--- src/rtl/sat_lane_pkg.sv ---
`timescale 1ns/1ps
package sat_lane_pkg;
  typedef enum logic [1:0] {
    OP_ABS = 2'd0,
    OP_NEG = 2'd1,
    OP_ADD = 2'd2,
    OP_SUB = 2'd3
  } lane_op_e;
endpackage

--- src/rtl/sat_lane_unit.sv ---
`timescale 1ns/1ps
module sat_lane_unit
  import sat_lane_pkg::*;
#(
  parameter int W = 8
) (
  input  lane_op_e       op,
  input  logic [W-1:0]   a,
  input  logic [W-1:0]   b,
  output logic [W-1:0]   y,
  output logic           sat
);
  localparam logic [W-1:0] MAXV = {1'b0, {(W-1){1'b1}}};
  localparam logic [W-1:0] MINV = {1'b1, {(W-1){1'b0}}};

  logic [W-1:0] neg_a, sum_w, dif_w;
  logic a_is_min, add_ovf, sub_ovf;

  always_comb begin
    neg_a    = ~a + 1'b1;
    sum_w    = a + b;
    dif_w    = a - b;
    a_is_min = (a == MINV);
    add_ovf  = (a[W-1] == b[W-1]) && (sum_w[W-1] != a[W-1]);
    sub_ovf  = (a[W-1] != b[W-1]) && (dif_w[W-1] != a[W-1]);
  end

  always_comb begin
    y   = a;
    sat = 1'b0;
    unique case (op)
      OP_ABS: begin
        if (a_is_min) begin
          y = MAXV; sat = 1'b1;
        end else if (a[W-1]) begin
          y = neg_a;
        end
      end
      OP_NEG: begin
        if (a_is_min) begin
          y = MAXV; sat = 1'b1;
        end else begin
          y = neg_a;
        end
      end
      OP_ADD: begin
        y = sum_w;
        if (add_ovf) begin
          y = sum_w[W-1] ? MAXV : MINV; sat = 1'b1;
        end
      end
      OP_SUB: begin
        y = dif_w;
        if (sub_ovf) begin
          y = dif_w[W-1] ? MAXV : MINV; sat = 1'b1;
        end
      end
      default: ;
    endcase
  end

  // Lane-level checks
  always_comb begin
    if (op == OP_ABS)
      p_abs_nonneg_r1: assert (y[W-1] == 1'b0);
    if (sat)
      p_clamp_limit_r4: assert (y == MAXV || y == MINV);
    if (op == OP_NEG && a_is_min)
      p_neg_min_r3: assert (sat && y == MAXV);
  end
endmodule

--- src/rtl/sat_lane_array.sv ---
`timescale 1ns/1ps
module sat_lane_array
  import sat_lane_pkg::*;
#(
  parameter int LANE_W = 8,
  parameter int LANES  = 4,
  localparam int VEC_W = LANE_W * LANES
) (
  input  lane_op_e          op,
  input  logic [VEC_W-1:0]  a_vec,
  input  logic [VEC_W-1:0]  b_vec,
  output logic [VEC_W-1:0]  y_vec,
  output logic [LANES-1:0]  sat_vec
);
  for (genvar i = 0; i < LANES; i++) begin : g_lane
    sat_lane_unit #(.W(LANE_W)) u_lane (
      .op  (op),
      .a   (a_vec[i*LANE_W +: LANE_W]),
      .b   (b_vec[i*LANE_W +: LANE_W]),
      .y   (y_vec[i*LANE_W +: LANE_W]),
      .sat (sat_vec[i])
    );
  end
endmodule

--- src/rtl/sat_flag_reg.sv ---
`timescale 1ns/1ps
module sat_flag_reg (
  input  logic clk,
  input  logic rst,
  input  logic upd,
  input  logic any_sat,
  input  logic clr,
  output logic flag_q
);
  logic set_now;
  assign set_now = upd & any_sat;

  always_ff @(posedge clk) begin
    if (rst)          flag_q <= 1'b0;
    else if (set_now) flag_q <= 1'b1;
    else if (clr)     flag_q <= 1'b0;
  end

  p_set_r8: assert property (@(posedge clk) disable iff (rst)
    (upd && any_sat) |=> flag_q);
  p_keep_r8: assert property (@(posedge clk) disable iff (rst)
    (flag_q && !clr) |=> flag_q);
  p_clear_r9: assert property (@(posedge clk) disable iff (rst)
    (clr && !(upd && any_sat)) |=> !flag_q);
  p_idle_r8: assert property (@(posedge clk) disable iff (rst)
    (!upd && !clr) |=> $stable(flag_q));
endmodule

--- src/rtl/sat_vec_alu.sv ---
`timescale 1ns/1ps
module sat_vec_alu
  import sat_lane_pkg::*;
#(
  parameter int LANE_W = 8,
  parameter int LANES  = 4,
  localparam int VEC_W = LANE_W * LANES
) (
  input  logic             clk,
  input  logic             rst,
  input  logic             in_valid,
  input  logic [1:0]       op,
  input  logic [VEC_W-1:0] src_a,
  input  logic [VEC_W-1:0] src_b,
  input  logic             flag_clr,
  output logic [VEC_W-1:0] res_q,
  output logic [LANES-1:0] lane_sat_q,
  output logic             sat_sticky
);
  logic [VEC_W-1:0] res_c;
  logic [LANES-1:0] sat_c;
  lane_op_e         op_e;

  assign op_e = lane_op_e'(op);

  sat_lane_array #(.LANE_W(LANE_W), .LANES(LANES)) u_array (
    .op      (op_e),
    .a_vec   (src_a),
    .b_vec   (src_b),
    .y_vec   (res_c),
    .sat_vec (sat_c)
  );

  always_ff @(posedge clk) begin
    if (rst) begin
      res_q      <= '0;
      lane_sat_q <= '0;
    end else if (in_valid) begin
      res_q      <= res_c;
      lane_sat_q <= sat_c;
    end
  end

  sat_flag_reg u_flag (
    .clk     (clk),
    .rst     (rst),
    .upd     (in_valid),
    .any_sat (|sat_c),
    .clr     (flag_clr),
    .flag_q  (sat_sticky)
  );

  p_hold_r7: assert property (@(posedge clk) disable iff (rst)
    !in_valid |=> ($stable(res_q) && $stable(lane_sat_q)));
  p_lane_to_flag_r8: assert property (@(posedge clk) disable iff (rst)
    (in_valid && |sat_c) |=> (sat_sticky && lane_sat_q != '0));
  p_reset_r10: assert property (@(posedge clk)
    rst |=> (res_q == '0 && lane_sat_q == '0 && !sat_sticky));
endmodule

--- config.mk ---
export PLATFORM = sky130hd
export DESIGN_NAME = sat_vec_alu
export DESIGN_NICKNAME = d
export VERILOG_FILES = /design/src/rtl/sat_lane_pkg.sv /design/src/rtl/sat_lane_unit.sv /design/src/rtl/sat_lane_array.sv /design/src/rtl/sat_flag_reg.sv /design/src/rtl/sat_vec_alu.sv
export SDC_FILE = /design/constraint.sdc
export NUM_CORES = 1
export LEC_CHECK = 0
export ABC_CLOCK_PERIOD_IN_PS = 11700
export CAP_MARGIN = 20
export CORE_AREA = 3 3 113 115
export DETAILED_ROUTE_END_ITERATION = 12
export DIE_AREA = 0 0 116 118
export PLACE_DENSITY_LB_ADDON = 0.12
export SLEW_MARGIN = 5
export SYNTH_ARGS = -nofsm -noshare
export SYNTH_HDL_FRONTEND = slang
export SYNTH_HIERARCHICAL = 1
export SYNTH_SLANG_ARGS = --single-unit
--- constraint.sdc ---
create_clock -name clk -period 11.7 [get_ports clk]
set_input_delay 1.755 -clock clk [delete_from_list [all_inputs] [get_ports clk]]
set_output_delay 1.755 -clock clk [all_outputs]
set_load 0.005 [all_outputs]
==> impl_metrics.json <==
{
  "r2r-start": "res_q[28]",
  "detail_route.vias_per_cell": 6.21,
  "holdCritPathClass": "reg -> reg",
  "cp_slowest_cell": "clkdlybuf4s50_1",
  "grt.total_usage_pct": 25.2,
  "gp_congestion": 0.956,
  "whs_endpoint": "res_q[17]",
  "cts_buffers": 5,
  "yosys_warnings": 6,
  "critical_path_class": "in -> reg",
  "core_um2": 11900,
  "wl_um": 18100,
  "grt_remaining_overflow": 0,
  "crit_top_cell": "o21a_1",
  "cts_max_level": 2,
  "critPathRequiredTime_ns": 11.85,
  "startpoint_type": "input pin",
  "yosysSeqAreaShare_pct": 11.4,
  "cp_max_fo": 9,
  "syn_avg_cell_area_um2": 7.37,
  "syn2layout_area_growth_pct": 16.3,
  "synth_top_flop_cell": "dfxtp_1",
  "rr_worst_depth": 2,
  "clkTransAtPathRegs_ns": 0.06,
  "slew_headroom_pct": 36.0,
  "hold_path_depth": 2,
  "finalHoldViolations": 0,
  "worst_slew_pin_slew_ns": 0.957,
  "cts_root_buffer": "clkbuf_16",
  "io_pins": 107,
  "r2r_setup_slack_ns": 11.05,
  "cts_resized": 0,
  "tns_ns": 0,
  "die_area_um2": 13700,
  "finalMaxSlewViolations": 0,
  "dp_slack_ns": 5.88,
  "regToRegEndpoint": "res_q[28]",
  "setup_ws_ns": 6.13,
  "numClockSinks": 37,
  "drc": 0,
  "num_antenna_cells": 0,
  "antenna_found_initial": 0,
  "initial_core_util_pct": 54.5,
  "grt_max_degree": 77,
  "power.total_mw": 0.592,
  "fin_skew_ns": 0,
  "port_buffers": 106,
  "antenna_left": 0,
  "grt_pass1_vias": 6041,
  "dieHeight_um": 118,
  "grt_pass1_wl_um": 29100,
  "period_needed_ns": 5.57,
  "cts_tree": "built",
  "num_rows": 40,
  "vias": 6732,
  "dr.pass1.iters": 5,
  "p_leak_nw": 3.14,
  "drt-initial-drc-count": 490,
  "synth_cell_type_count": 82,
  "cp_cell_sequence": "clkdlybuf4s50_1 -> ha_1 -> o21a_1 -> o31a_1 -> o21a_1 -> o21ai_0 -> nand2b_1 -> a21oi_1 -> fa_1 -> and3b_1 -> a21o_1 -> or4_1 -> o211ai_1 -> o22ai_1 -> o32a_1 -> mux2i_1 -> nor2_1",
  "clkLatencyLatePin_ns": 0.27,
  "timing.hold.ws_ns": 0.494,
  "power.density_nw_per_um2": 78.4,
  "drive_above_1_share_pct": 5.02,
  "crit_path_end_kind": "register",
  "synth_area_um2": 6490,
  "die_x_um": 116,
  "synth-edff-count": 0,
  "synthArstFlopShare_pct": 0,
  "setup_viol": 0,
  "fmax_mhz": 180,
  "final_nets": 1082,
  "synthesis.instances": 880,
  "holdCritStartpoint": "res_q[17]",
  "max_cap_viol_count": 0,
  "synth.ff_latch_count": 37,
  "hpwl_um": 13900,
  "cts_buffer_depth": 2,
  "hold_buffers": 0,
  "period_share_pct": 47.6,
  "postCtsSetupBuffers": 0,
  "cp_slowest_stage_delay_ns": 0.57,
  "wl_per_cell_um": 16.7,
  "irDropWorstVdd_uv": 54.5,
  "rsz0062_at_grt": "no",
  "status": "complete, no violations",
  "synth_fp_nets": 1026,
  "arrival_ns": 5.72
}
worst max-delay path, delay by kind of cell:
family | cells | cell delay (ns)
buf+inv | 1 | 0.57
simple gates | 4 | 0.79
compound gates | 9 | 1.48
mux | 1 | 0.15
fa+ha+maj | 2 | 0.98
final cells by class:
class	instances	area, um^2
fill	1062	4370
clock inverter	2	10.0
inverter	66	248
multi-input combinational	715	5140
tap	147	184
timing repair buffer	111	1100
clock buffer	6	129
sequential	37	741
power breakdown:
part	internal, mW	switching, mW	total [mW]
Sequential	0.137	0.00663	0.144
Combinational	0.150	0.167	0.318
Clock	0.0783	0.0523	0.131
placed cells by master (no fill, tap or decap), types with 12 or more instances in the layout:
cell	netlist	final
a21oi_1	65	65
a2bb2oi_1	12	12
a31oi_1	13	13
clkdlybuf4s50_1	0	103
dfxtp_1	37	37
fa_1	12	12
ha_1	64	64
inv_1	64	64
mux2i_1	38	38
nand2_1	50	50
nand2b_1	12	12
nand3_1	12	12
nor2_1	113	113
nor3_1	27	27
o21a_1	21	21
o21ai_0	47	47
or3_1	14	14
xnor2_1	29	29
state kept, by name, summed over array words and instances (netlist names):
name / flops
res_q: 32
lane_sat_q: 4
u_flag/flag_q: 1
cells by family after synthesis:
| kind of cell | after synthesis | synth area share (%) |
|---|---|---|
| AOI/OAI and AO/OA | 282 | 30.8 |
| and+or+nand+nor | 279 | 20.9 |
| adders and majority gates | 80 | 16.7 |
| buffers and inverters | 128 | 9.37 |
| muxes | 41 | 6.38 |
| DFF | 37 | 11.4 |
| xor gates and xnor gates | 33 | 4.46 |
routing by layer:
metal  wire length [um]  track usage [%]  up-vias
met2               8350             40.5      281
met3               1310             3.39       27
li1                   -                -     3296
met1               8210             36.3     3128
met4                272             4.06        0
met5                  0                0        -
worst max path at each step:
stage	endpoint	start	slack (ns)
after detailed placement	res_q[13]	src_a[10]	5.88
after global placement	res_q[21]	src_a[18]	5.97
after floorplan	res_q[13]	src_b[10]	6.81
final	res_q[13]	src_a[10]	6.13
after CTS	res_q[13]	src_a[10]	6.16
after global routing	res_q[13]	src_a[10]	5.79
metrics by stage:
step,cells,instance area [um^2],utilization [%]
3_3_place_gp,1075,7390,62.0
3_5_place_dp,1075,7390,62.0
4_1_cts,1083,7530,63.2
6_report,1084,7550,63.4
5_1_grt,1084,7550,63.4
2_1_floorplan,880,6490,-
cell usage after synthesis (8+ instances only):
cell       number  area, um^2
a21boi_0        9        67.6
o31ai_1         9        67.6
o21a_1         21         158
clkbuf_1       34         128
dfxtp_1        37         741
a21o_1         11        82.6
o21ai_0        47         235
buf_2          11        55.1
a221oi_1        8        70.1
mux2i_1        38         380
nor2_1        113         424
o21bai_1        8        60.1
a2bb2oi_1      12         105
a21oi_1        65         325
xnor2_1        29         254
inv_1          64         240
nand2b_1       12        75.1
ha_1           64         801
o22ai_1         9        56.3
fa_1           12         240
nand2_1        50         188
nand3_1        12        60.1
nor2b_1         9        56.3
or3_1          14        87.6
nor3_1         27         135
a31oi_1        13        81.3
Power figures use the tool's default switching activity.
